<file path="config.mk">
export PLATFORM = sky130hd
export DESIGN_NAME = ecc_csr_regs
export DESIGN_NICKNAME = d
export VERILOG_FILES = /design/src/rtl/ecc_csr_pkg.sv /design/src/rtl/ecc_csr_decode.sv /design/src/rtl/ecc_csr_ctl.sv /design/src/rtl/ecc_csr_sticky.sv /design/src/rtl/ecc_csr_regs.sv
export SDC_FILE = /design/constraint.sdc
export NUM_CORES = 1
export LEC_CHECK = 0
export ABC_CLOCK_PERIOD_IN_PS = 2500
export BUFFER_PORTS_ARGS = -buffer_cell sky130_fd_sc_hd__buf_2
export CORE_MARGIN = 2
export CORE_UTILIZATION = 35
export CTS_CLUSTER_SIZE = 14
export DETAILED_ROUTE_END_ITERATION = 8
export HOLD_SLACK_MARGIN = 0.1
export PLACE_DENSITY = 0.8
export SLEW_MARGIN = 20
export SYNTH_ARGS = -nofsm -noshare
export SYNTH_HDL_FRONTEND = slang
export SYNTH_SLANG_ARGS = --single-unit
</file>
<file path="constraint.sdc">
create_clock -name clk -period 2.5 [get_ports clk]
set_clock_uncertainty 0.05 [all_clocks]
set_input_delay 0.375 -clock clk [delete_from_list [all_inputs] [get_ports clk]]
set_output_delay 0.375 -clock clk [all_outputs]
set_load 0.05 [all_outputs]
</file>
<file path="src/rtl/ecc_csr_pkg.sv">
package ecc_csr_pkg;
   localparam int NUM_ARR = 5;

   typedef enum int {
      ARR_ILM = 0,
      ARR_DLM = 1,
      ARR_IC  = 2,
      ARR_DC  = 3,
      ARR_TLB = 4
   } arr_e;

   localparam logic [11:0] ADR_ILM   = 12'h7C0;
   localparam logic [11:0] ADR_DLM   = 12'h7C1;
   localparam logic [11:0] ADR_INJ   = 12'h7C2;
   localparam logic [11:0] ADR_CACHE = 12'h7CA;
   localparam logic [11:0] ADR_TLB   = 12'h7DD;
   localparam logic [11:0] ADR_LOCK  = 12'h7DE;
   localparam logic [11:0] RANGE_LO  = 12'h7C0;
   localparam logic [11:0] RANGE_HI  = 12'h7DF;

   typedef struct packed {
      logic ilm;
      logic dlm;
      logic inj;
      logic cache;
      logic tlb;
      logic lock;
      logic illegal;
   } dec_t;
endpackage

</file>
<file path="src/rtl/ecc_csr_decode.sv">
module ecc_csr_decode
   import ecc_csr_pkg::*;
(
   input  logic        valid,
   input  logic [11:0] addr,
   output dec_t        dec
);
   logic in_range;
   assign in_range = (addr >= RANGE_LO) && (addr <= RANGE_HI);

   always_comb begin
      dec = '0;
      if (valid && in_range) begin
         unique case (addr)
            ADR_ILM:   dec.ilm   = 1'b1;
            ADR_DLM:   dec.dlm   = 1'b1;
            ADR_INJ:   dec.inj   = 1'b1;
            ADR_CACHE: dec.cache = 1'b1;
            ADR_TLB:   dec.tlb   = 1'b1;
            ADR_LOCK:  dec.lock  = 1'b1;
            default:   dec.illegal = 1'b1;
         endcase
      end
   end
endmodule

</file>
<file path="src/rtl/ecc_csr_ctl.sv">
module ecc_csr_ctl
   import ecc_csr_pkg::*;
(
   input  logic               clk,
   input  logic               rst_n,
   input  logic               wr_ok,
   input  dec_t               dec,
   input  logic [3:0]         wdata,
   output logic [NUM_ARR-1:0] ecc_en,
   output logic [NUM_ARR-1:0] exc_en
);
   for (genvar i = 0; i < NUM_ARR; i++) begin : g_arr
      logic       we;
      logic [1:0] d;
      if (i == int'(ARR_IC)) begin : g_ic
         assign we = wr_ok && dec.cache;
         assign d  = wdata[1:0];
      end else if (i == int'(ARR_DC)) begin : g_dc
         assign we = wr_ok && dec.cache;
         assign d  = wdata[3:2];
      end else if (i == int'(ARR_ILM)) begin : g_ilm
         assign we = wr_ok && dec.ilm;
         assign d  = wdata[1:0];
      end else if (i == int'(ARR_DLM)) begin : g_dlm
         assign we = wr_ok && dec.dlm;
         assign d  = wdata[1:0];
      end else begin : g_tlb
         assign we = wr_ok && dec.tlb;
         assign d  = wdata[1:0];
      end

      always_ff @(posedge clk or negedge rst_n) begin
         if (!rst_n) begin
            ecc_en[i] <= 1'b0;
            exc_en[i] <= 1'b0;
         end else if (we) begin
            ecc_en[i] <= d[0];
            exc_en[i] <= d[1];
         end
      end
   end
endmodule

</file>
<file path="src/rtl/ecc_csr_sticky.sv">
module ecc_csr_sticky #(
   parameter int N = 5
) (
   input  logic         clk,
   input  logic         rst_n,
   input  logic [N-1:0] hw_set,
   input  logic         sw_we,
   input  logic [N-1:0] sw_keep,
   output logic [N-1:0] st
);
   for (genvar i = 0; i < N; i++) begin : g_bit
      always_ff @(posedge clk or negedge rst_n) begin
         if (!rst_n)
            st[i] <= 1'b0;
         else if (hw_set[i])
            st[i] <= 1'b1;
         else if (sw_we && !sw_keep[i])
            st[i] <= 1'b0;
      end
   end
endmodule

</file>
<file path="src/rtl/ecc_csr_regs.sv">
module ecc_csr_regs
   import ecc_csr_pkg::*;
#(
   parameter int XLEN    = 32,
   parameter int CODE_W  = 8,
   parameter int DBL_LSB = 16,
   parameter int SGL_LSB = 24
) (
   input  logic               clk,
   input  logic               rst_n,
   input  logic               csr_valid,
   input  logic               csr_we,
   input  logic [11:0]        csr_addr,
   input  logic [XLEN-1:0]    csr_wdata,
   output logic [XLEN-1:0]    csr_rdata,
   output logic               csr_illegal,
   input  logic [NUM_ARR-1:0] err_single,
   input  logic [NUM_ARR-1:0] err_double,
   output logic [NUM_ARR-1:0] ecc_en,
   output logic [NUM_ARR-1:0] exc_en,
   output logic [CODE_W-1:0]  inj_code,
   output logic               inj_sel,
   output logic [NUM_ARR-1:0] sgl_status,
   output logic [NUM_ARR-1:0] dbl_status,
   output logic               locked
);
   localparam int SEL_BIT = CODE_W;

   if (SEL_BIT >= DBL_LSB) begin : g_bad_code
      $error("injection code overlaps double-error status field");
   end
   if (DBL_LSB + NUM_ARR > SGL_LSB) begin : g_bad_dbl
      $error("status fields overlap");
   end
   if (SGL_LSB + NUM_ARR > XLEN) begin : g_bad_xlen
      $error("status field exceeds register width");
   end

   dec_t dec;
   logic wr_ok;

   ecc_csr_decode u_dec (
      .valid (csr_valid),
      .addr  (csr_addr),
      .dec   (dec)
   );

   assign wr_ok = csr_valid && csr_we && !locked;

   ecc_csr_ctl u_ctl (
      .clk    (clk),
      .rst_n  (rst_n),
      .wr_ok  (wr_ok),
      .dec    (dec),
      .wdata  (csr_wdata[3:0]),
      .ecc_en (ecc_en),
      .exc_en (exc_en)
   );

   ecc_csr_sticky #(.N(NUM_ARR)) u_dbl (
      .clk     (clk),
      .rst_n   (rst_n),
      .hw_set  (err_double),
      .sw_we   (wr_ok && dec.inj),
      .sw_keep (csr_wdata[DBL_LSB +: NUM_ARR]),
      .st      (dbl_status)
   );

   ecc_csr_sticky #(.N(NUM_ARR)) u_sgl (
      .clk     (clk),
      .rst_n   (rst_n),
      .hw_set  (err_single),
      .sw_we   (wr_ok && dec.inj),
      .sw_keep (csr_wdata[SGL_LSB +: NUM_ARR]),
      .st      (sgl_status)
   );

   always_ff @(posedge clk or negedge rst_n) begin
      if (!rst_n) begin
         inj_code <= '0;
         inj_sel  <= 1'b0;
      end else if (wr_ok && dec.inj) begin
         inj_code <= csr_wdata[CODE_W-1:0];
         inj_sel  <= csr_wdata[SEL_BIT];
      end
   end

   always_ff @(posedge clk or negedge rst_n) begin
      if (!rst_n)
         locked <= 1'b0;
      else if (wr_ok && dec.lock && csr_wdata[0])
         locked <= 1'b1;
   end

   always_comb begin
      csr_rdata = '0;
      if (dec.ilm) begin
         csr_rdata[1:0] = {exc_en[ARR_ILM], ecc_en[ARR_ILM]};
      end else if (dec.dlm) begin
         csr_rdata[1:0] = {exc_en[ARR_DLM], ecc_en[ARR_DLM]};
      end else if (dec.tlb) begin
         csr_rdata[1:0] = {exc_en[ARR_TLB], ecc_en[ARR_TLB]};
      end else if (dec.cache) begin
         csr_rdata[3:0] = {exc_en[ARR_DC], ecc_en[ARR_DC],
                           exc_en[ARR_IC], ecc_en[ARR_IC]};
      end else if (dec.inj) begin
         csr_rdata[CODE_W-1:0]          = inj_code;
         csr_rdata[SEL_BIT]             = inj_sel;
         csr_rdata[DBL_LSB +: NUM_ARR]  = dbl_status;
         csr_rdata[SGL_LSB +: NUM_ARR]  = sgl_status;
      end else if (dec.lock) begin
         csr_rdata[0] = locked;
      end
   end

   assign csr_illegal = dec.illegal;
endmodule

</file>
=== Yosys cells after proc, flatten, opt, wreduce, memory -nomap -nowiden ===
Index checks and enable logic that the tools add are counted.

* Register bits after elaboration: 30
* Bits of input ports: 58
* Output and inout port bits: 63
* Word-level logic and storage cells: 123

* $lt $le $gt $ge: 2
* Eq/ne operators: 6
* Multiplexer cells: 49
* Reductions and logical operators: 43

{| class="wikitable"
|+ Operator list
! cell !! count
|-
| $eq 12x11->1 const B || 6
|-
| $mux 5 || 11
|-
| $mux 1 || 29
|-
| $mux 7 || 4
|-
| $logic_and 1x1->1 || 21
|-
| $reduce_bool 2->1 || 10
|-
| $ge 12x11->1 const B || 1
|-
| $le 12x11->1 const B || 1
|-
| $logic_not 1->1 || 11
|-
| $mux 8 || 1
|-
| $mux 2 || 3
|-
| $reduce_or 6->1 || 1
|-
| $mux 4 || 1
|}

=== Longest topological paths before layout ===
Gate-level depths: netlist (run 1).

* Depth after elaboration: 10
* Mapped depth: 6
* Gate-level depth less buffers: 4

=== By module ===
From an unflattened synthesis (run 1), not the netlist that was laid out.

* Cells, all modules: 151
* Area, all modules: 1,710.4 µm²

{| class="wikitable"
|+ By module, submodules not included
! module !! instances !! cells each !! area each (µm²) !! sequential area each (µm²)
|-
| ecc_csr_regs || 1 || 75 || 765.7 || 250.2
|-
| ecc_csr_ctl || 1 || 24 || 395.4 || 250.2
|-
| ecc_csr_sticky || 2 || 15 || 193.9 || 125.1
|-
| ecc_csr_decode || 1 || 22 || 161.4 || 0.0
|}

=== Least setup slack after synthesis (run 1) ===
No wires, ideal clock.

* Kind: input to output
* Start point: input port csr_addr[3]
* End point: output port csr_illegal
* Arrival time: 3,450 ps
* Required time: 2,075 ps
* Path slack: -1,375 ps
* Stages on the path: 5
* Buffers on the path: 1
* Path through: clkbuf_1 -> and4b_1 -> o21ai_0 -> a22oi_1 -> a2111oi_0

* Word-level cells in the longest chain between the ends: 4
* Elaborated cells between the ends (all ways): 13
* Those cells by class: 2 x order compare; 6 x eq/ne; 2 x mux; 3 x reduce/logical

{| class="wikitable"
|+ Ends and longest elaborated chain
! element !! RTL line !! RTL
|-
| start: declaration || ecc_csr_regs.sv:13 || <nowiki>input logic [11:0] csr_addr,</nowiki>
|-
| $ge 12x11->1, or another cell as far along || ecc_csr_decode.sv:9 || <nowiki>assign in_range = (addr >= RANGE_LO) && (addr <= RANGE_HI);</nowiki>
|-
| $logic_and 1x1->1 / $reduce_or 6->1 (equally long branches) || n/a ||
|-
| $logic_and 1x1->1 / $mux 1 (equally long branches) || ecc_csr_decode.sv:13, ecc_csr_decode.sv:14 ||
|-
| $mux 7 (*) || ecc_csr_decode.sv:13 || <nowiki>if (valid && in_range) begin</nowiki>
|-
| end: declaration || ecc_csr_regs.sv:16 || <nowiki>output logic csr_illegal,</nowiki>
|}

Every way passes the cells marked *; elsewhere a longest branch is shown, timed or not.

=== Worst setup path in the final report (run 1) ===
* Start point: input port csr_addr[11]
* End point: output port csr_rdata[2]

* Word-level cells in the longest chain between the ends: 9
* Elaborated cells between the ends (all ways): 20
* Those cells by class: 2 x order compare; 5 x eq/ne; 11 x mux; 2 x reduce/logical

{| class="wikitable"
|+ Ends and longest elaborated chain
! element !! RTL line !! RTL
|-
| $ge 12x11->1 / $le 12x11->1 (equally long branches) || ecc_csr_decode.sv:9 ||
|-
| $logic_and 1x1->1 || ecc_csr_decode.sv:9 ||
|-
| $logic_and 1x1->1 || ecc_csr_decode.sv:13 ||
|-
| $mux 7 (*) || ecc_csr_decode.sv:13 ||
|-
| $mux 8 || ecc_csr_regs.sv:106 || <nowiki>end else if (dec.inj) begin</nowiki>
|-
| $mux 4 || ecc_csr_regs.sv:103 || <nowiki>end else if (dec.cache) begin</nowiki>
|-
| $mux 7 || ecc_csr_regs.sv:101 || <nowiki>end else if (dec.tlb) begin</nowiki>
|-
| $mux 7 || ecc_csr_regs.sv:99 || <nowiki>end else if (dec.dlm) begin</nowiki>
|-
| $mux 7 (*) || ecc_csr_regs.sv:97 || <nowiki>if (dec.ilm) begin</nowiki>
|-
| end: declaration || ecc_csr_regs.sv:15 || <nowiki>output logic [XLEN-1:0] csr_rdata,</nowiki>
|}

Marks and branches as above.

==> results of run 1 <==
logic make-up (layout without fill, tap and decap cells):
| group | count (synthesis) | in the layout |
|---|---|---|
| and+or+nand+nor | 63 | 63 |
| DFF | 30 | 30 |
| muxes | 24 | 24 |
| buffers and inverters | 23 | 117 |
| AOI/OAI and AO/OA | 21 | 21 |
| other | 1 | 13 |
power groups by stage:
stage          combinational (uW)  sequential, uW  clock [uW]
2_1_floorplan                80.8             496           0
3_3_place_gp                  130             495           0
3_5_place_dp                  131             495           0
4_1_cts                       131             486         428
5_1_grt                       143             485         451
6_report                      131             486         414
worst max path at each step:
stage / start / depth (start not counted) / to / slack, ps
5_1_grt: csr_addr[1] / 8 / csr_rdata[27] / 3
3_3_place_gp: csr_addr[11] / 7 / csr_rdata[1] / -160
2_1_floorplan: csr_addr[3] / 5 / csr_illegal / -50
3_5_place_dp: csr_addr[11] / 7 / csr_rdata[1] / -50
4_1_cts: csr_addr[11] / 7 / csr_rdata[1] / 50
6_report: csr_addr[11] / 6 / csr_rdata[2] / 70
synth_stat cells, types with 2 or more instances:
cell type,count,area share (%)
a2111oi_0,3,1.5
a21oi_1,2,0.57
and2_1,15,5.3
buf_4,13,5.6
clkbuf_1,5,1.1
dfrtp_1,30,43
inv_1,3,0.64
mux2_2,11,7.1
mux2_4,9,7.7
mux2i_1,4,2.3
nand2_1,5,1.1
nand2b_1,12,4.3
nand3b_1,2,0.85
nand4b_1,3,1.5
nor2_1,4,0.85
nor3_1,2,0.57
nor4b_1,2,1.0
o31ai_1,10,4.3
or2_2,2,0.71
or3_1,5,1.8
or3b_2,2,1.0
or4_1,2,0.85
area by class of cell:
cell class / instances / area (sq um)
Tap cell: 67 / 83.8
Sequential cell: 30 / 751
Clock inverter: 2 / 12.5
Timing Repair Buffer: 106 / 591
Inverter: 3 / 11.3
Clock buffer: 6 / 82.6
Multi-Input combinational cell: 121 / 938
Fill cell: 455 / 2320
flip-flops by register name, summed over array words and instances (netlist names):
register and count:
u_ctl.exc_en 5, u_dbl.st 5, locked 1, u_sgl.st 5, u_ctl.ecc_en 5, inj_code 8
inj_sel 1
critical path: stages:
cell,delay (ps)
buf_2,110
nand2b_1,140
or4_1,620
or2_2,380
nor2_4,110
buf_2,260
what timing repair did:
item,CTS,global route
buffers inserted,0,0
resized for setup,2,12
cloned,0,0
endpoints found under the setup margin,1,12
through the flow:
stage	hold slack, ps	power (uW)	area, sq um	cells
finish	84.8	1030	2470	335
global route	135	1080	2470	335
CTS	101	1040	2440	335
detailed placement	414	626	2340	327
global placement	409	625	2340	327
floorplan	29.4	577	1830	174
layer usage:
layer,track usage (%),wire [um],vias to the layer above
met5,0,0,-
met4,5.16,53,0
met3,4.69,362,6
li1,-,-,769
met2,28.1,2190,66
met1,22.2,1960,763
==> results by group, run 1 <==
Run status
  – Outcome: completed

Global route
  – Initial antenna violation count: 0
  – First-pass GRT wire length: 7.16 mm
  – Total Routing Usage GR: 17.2%
  – GRT overflow: 0
  – Vias in the first global route: 1514
  – Largest net degree at the start of global routing: 31

Setup path
  – WS Path Type: in -> out
  – Worst r2r path cells: 3
  – Critical path startpoint category: primary input
  – Worst r2r src: locked$_DFFE_PN0P_
  – Max Fanout on Critical Path: 4
  – Critical Path End Type: output port
  – Reg-to-reg setup timing slack: 720 ps
  – WP data required: 2080 ps
  – Reg2reg end: u_ctl.exc_en[4]$_DFFE_PN0P_
  – Crit path DAT: 2000 ps

STA
  – Final setup violation count: 0
  – Slew @ Worst Pin: 693 ps
  – Final period util: 97.1%
  – Slew Limit Fails: 0
  – Setup ws final: 71.9 ps
  – Max_slew headroom: 53.8%
  – Final hold violations: 0
  – Fmax: 0.412 GHz
  – RSZ-0062 raised after global routing: no
  – Total Neg Setup Slack: 0 ps
  – Min Tclk post-route: 2430 ps

Clock tree
  – Clock Tree Root: clkbuf_8
  – Htree depth: 2
  – Clk_lat worst skew: 290 ps
  – Num CTS Buffers: 5
  – Hold_buf cts: 0
  – Worst-path clk slew: 70 ps
  – CTS Buffer Depth: 2
  – Num Clock Sinks: 30
  – TritonCTS clock tree: built

Final layout
  – Post-layout util: 51.6%
  – Final Net Count: 325
  – Share of cells above drive strength 1: 53.7%
  – Commonest non-fill, non-tap cell in the layout: buf_2
  – Most frequent cells in the layout: buf_2 (82), dfrtp_1 (30), and2_1 (15)
  – P&R area growth vs syn: 40.6%
  – Ant diodes: 0

Pwr
  – Net Switching: 281 uW
  – Clock power frac: 40.1%
  – Leak pwr: 0.00123 uW
  – Comb pwr share: 12.7%
  – Power per standard cell area: 417 nW/um^2
  – Sequential share of power: 47.1%
  – Worst vdd ir: 0.000291 V
  – Int Power: 750 uW
  – Sw frac: 27.3%

Floorplanning
  – Top-level port count: 121
  – Row count: 25
  – Die W: 74.8 um
  – Core region area: 4790 sq um
  – Die Y: 74.8 um
  – Die area: 5600 sq um
  – Initial core utilization: 36.7%

Placement
  – PortBufs: 94
  – Detailed Place HPWL: 3.60 mm
  – Final GP Congestion: 0.848
  – Place WS: -47.5 ps

Synthesis
  – Largest family of logic cells by synthesized area: simple AND/OR/NAND/NOR gates
  – Post-synth EDFFs: 0
  – Mapped cell area: 1760 sq um
  – Cells after synthesis: 162
  – Post-Synth XOR/XNOR Area: 0%
  – Primary FF master, synth: dfrtp_1
  – Compound-Gate Fraction of Synth Area: 8.83%
  – Synthesis-stage register bit count: 30
  – Syn avg cell area: 10.8 sq um
  – Synth Area in Adders: 0%
  – Register area share after synthesis: 42.7%
  – Multiplexer share of the synthesized area: 17.0%
  – Post-Synth Simple-Gate Area: 23.0%
  – Netlist cell types: 38
  – Async SR Flop Fraction: 100%
  – Warnings from Yosys: 0

Hold path
  – Worst hold-check path type: in -> async

Drt
  – Initial DRC count: 72
  – Routed Antenna Nets: 0
  – Vias: 1604
  – DRT Wirelength: 4.57 mm
  – First-pass DRT Iterations: 4
  – DR DRC count: 0
  – Vias per cell: 4.79
  – WL per Instance: 13.7 um

Job
  – Max Cap Violations: 0
No activity file was read; power rests on OpenSTA's default activity.
==> run 2, diff against run 1 <==
--- a/config.mk
+++ b/config.mk
@@ -5,7 +5,7 @@
 export SDC_FILE = /design/constraint.sdc
 export NUM_CORES = 1
 export LEC_CHECK = 0
-export ABC_CLOCK_PERIOD_IN_PS = 2500
+export ABC_CLOCK_PERIOD_IN_PS = 2700
 export BUFFER_PORTS_ARGS = -buffer_cell sky130_fd_sc_hd__buf_2
 export CORE_MARGIN = 2
 export CORE_UTILIZATION = 35
==> constraint.sdc (replaced) <==
create_clock -name clk -period 2.7 [get_ports clk]
set_clock_uncertainty 0.05 [all_clocks]
set_input_delay 0.405 -clock clk [delete_from_list [all_inputs] [get_ports clk]]
set_output_delay 0.405 -clock clk [all_outputs]
set_load 0.05 [all_outputs]
==> results by group, run 2 (same netlist as run 1, synthesis figures left out) <==
Setup path
  – WS Path Type: in -> out
  – Worst r2r src: locked$_DFFE_PN0P_
  – Reg2reg end: inj_code[6]$_DFFE_PN0N_
  – Critical Path End Type: output port
  – Crit path DAT: 2070 ps
  – Critical path's slowest cell: or4_4
  – Max Fanout on Critical Path: 15
  – Worst r2r path cells: 3
  – Critical path startpoint category: primary input
  – Critical-path cell list: buf_2 -> nand4bb_1 -> or4_4 -> nor2_1 -> buf_4 -> and2_1 -> buf_2
  – CP dominant cell by count: buf_2
  – Reg-to-reg setup timing slack: 950 ps
  – WP data required: 2250 ps
  – CP peak stage delay: 520 ps

STA
  – Final setup violation count: 0
  – Final period util: 93.5%
  – Fmax: 0.396 GHz
  – Slew @ Worst Pin: 700 ps
  – Slew Limit Fails: 0
  – Final hold violations: 0
  – Max_slew headroom: 53.3%
  – Min Tclk post-route: 2520 ps
  – RSZ-0062 raised after global routing: no

Floorplanning
  – Die area: 5600 sq um
  – Row count: 25
  – Die W: 74.8 um
  – Core region area: 4790 sq um
  – Top-level port count: 121
  – Die Y: 74.8 um
  – Initial core utilization: 36.7%

Drt
  – Vias per cell: 4.77
  – First-pass DRT Iterations: 4
  – WL per Instance: 14.1 um
  – Initial DRC count: 112
  – Vias: 1554
  – Routed Antenna Nets: 0
  – DR DRC count: 0
  – DRT Wirelength: 4.60 mm

Global route
  – GRT overflow: 0
  – First-pass GRT wire length: 7.10 mm
  – Total Routing Usage GR: 17.0%
  – Initial antenna violation count: 0
  – Vias in the first global route: 1524
  – Largest net degree at the start of global routing: 31

Final layout
  – Share of cells above drive strength 1: 50.2%
  – Largest reg by FF count: inj_code
  – Post-Layout Cell Count: 326
  – Ant diodes: 0
  – Final Net Count: 317
  – Finished layout cell area: 2340 sq um
  – P&R area growth vs syn: 33.2%
  – Most frequent cells in the layout: buf_2 (94), dfrtp_1 (30), and2_1 (15)
  – Largest register FFs: 8
  – Commonest non-fill, non-tap cell in the layout: buf_2

Clock tree
  – Num Clock Sinks: 30
  – TritonCTS clock tree: built
  – Num CTS Buffers: 5
  – CTS Buffer Depth: 2
  – Worst-path clk slew: 70 ps
  – Htree depth: 2
  – Clk_lat worst skew: 280 ps
  – Clock Tree Root: clkbuf_8
  – Post-CTS setup buffer count: 0

Hold path
  – Worst hold-check path type: in -> async

Placement
  – Detailed Place HPWL: 3.49 mm
  – Final GP Congestion: 0.839
  – Area after DPL: 2260 sq um
  – Placed insts: 319
  – PortBufs: 94

Pwr
  – Worst vdd ir: 0.000187 V
  – Leak pwr: 0.00120 uW
  – Power per standard cell area: 388 nW/um^2

Run status
  – Outcome: completed

Job
  – Max Cap Violations: 0
-- run 2: cell count changes in the layout (fill, tap and decap cells not counted), sizes merged --
cell / previous run / this run
clkbuf: 17 / 7
clkinvlp: 1 / 0
clkinv: 1 / 0
buf: 95 / 98
-- run 2: worst max-delay path by stage --
| stage | startpoint | to | slack (ps) | depth (start not counted) |
|---|---|---|---|---|
| after floorplan | csr_addr[11] | csr_rdata[2] | -90 | 6 |
| after global placement | csr_addr[0] | csr_rdata[4] | 100 | 7 |
| after detailed placement | csr_addr[0] | csr_rdata[16] | 90 | 7 |
| after CTS | csr_addr[0] | csr_rdata[16] | 100 | 7 |
| after global routing | csr_addr[0] | csr_rdata[6] | 30 | 7 |
| final | csr_addr[0] | csr_rdata[4] | 180 | 7 |
-- run 2: worst max-delay path, delay by kind of cell --
family,cells,cell delay [ps]
AND/OR/NAND/NOR,4,1070
buffers and inverters,3,600
-- run 2: final cells by class --
| cell class | instances | area, sq um |
|---|---|---|
| clock buffers | 7 | 76.3 |
| fillers | 461 | 2450 |
| inverters | 3 | 11.3 |
| multi-input cells | 121 | 917 |
| flip-flops and latches | 30 | 751 |
| well taps | 67 | 83.8 |
| repair buffers | 98 | 500 |
-- run 2: per-layer routing --
layer / share of wire [%] / vias to the layer above / GRT usage, %
li1: - / 751 / -
met1: 45 / 731 / 21.1
met2: 48 / 67 / 28.6
met3: 6.3 / 5 / 4.69
met4: 1.1 / 0 / 5.56
met5: 0 / - / 0
-- run 2: where the power goes --
| group | switching, uW | total [uW] | internal (uW) |
|---|---|---|---|
| Sequential | 0.185 | 450 | 450 |
| Clock | 165 | 342 | 177 |
| Combinational | 80.0 | 114 | 34.5 |
-- run 2: what timing repair did --
item | in CTS | in global routing
hold endpoints to repair | 0 | 0
hold buffers | 0 | 0
setup endpoints to repair | 0 | 16
gates resized for setup | 0 | 1
-- run 2: stage by stage --
step | total power [uW] | utilization [%] | TNS [ps] | setup WS, ps | hold slack (ps)
floorplan | 534 | - | -186 | -92.8 | 59.4
global placement | 570 | 47.2 | 0 | 98.1 | 428
detailed placement | 572 | 47.2 | 0 | 92.6 | 436
CTS | 919 | 48.8 | 0 | 96.1 | 139
global route | 946 | 48.9 | 0 | 32.5 | 169
finish | 907 | 48.9 | 0 | 175 | 118
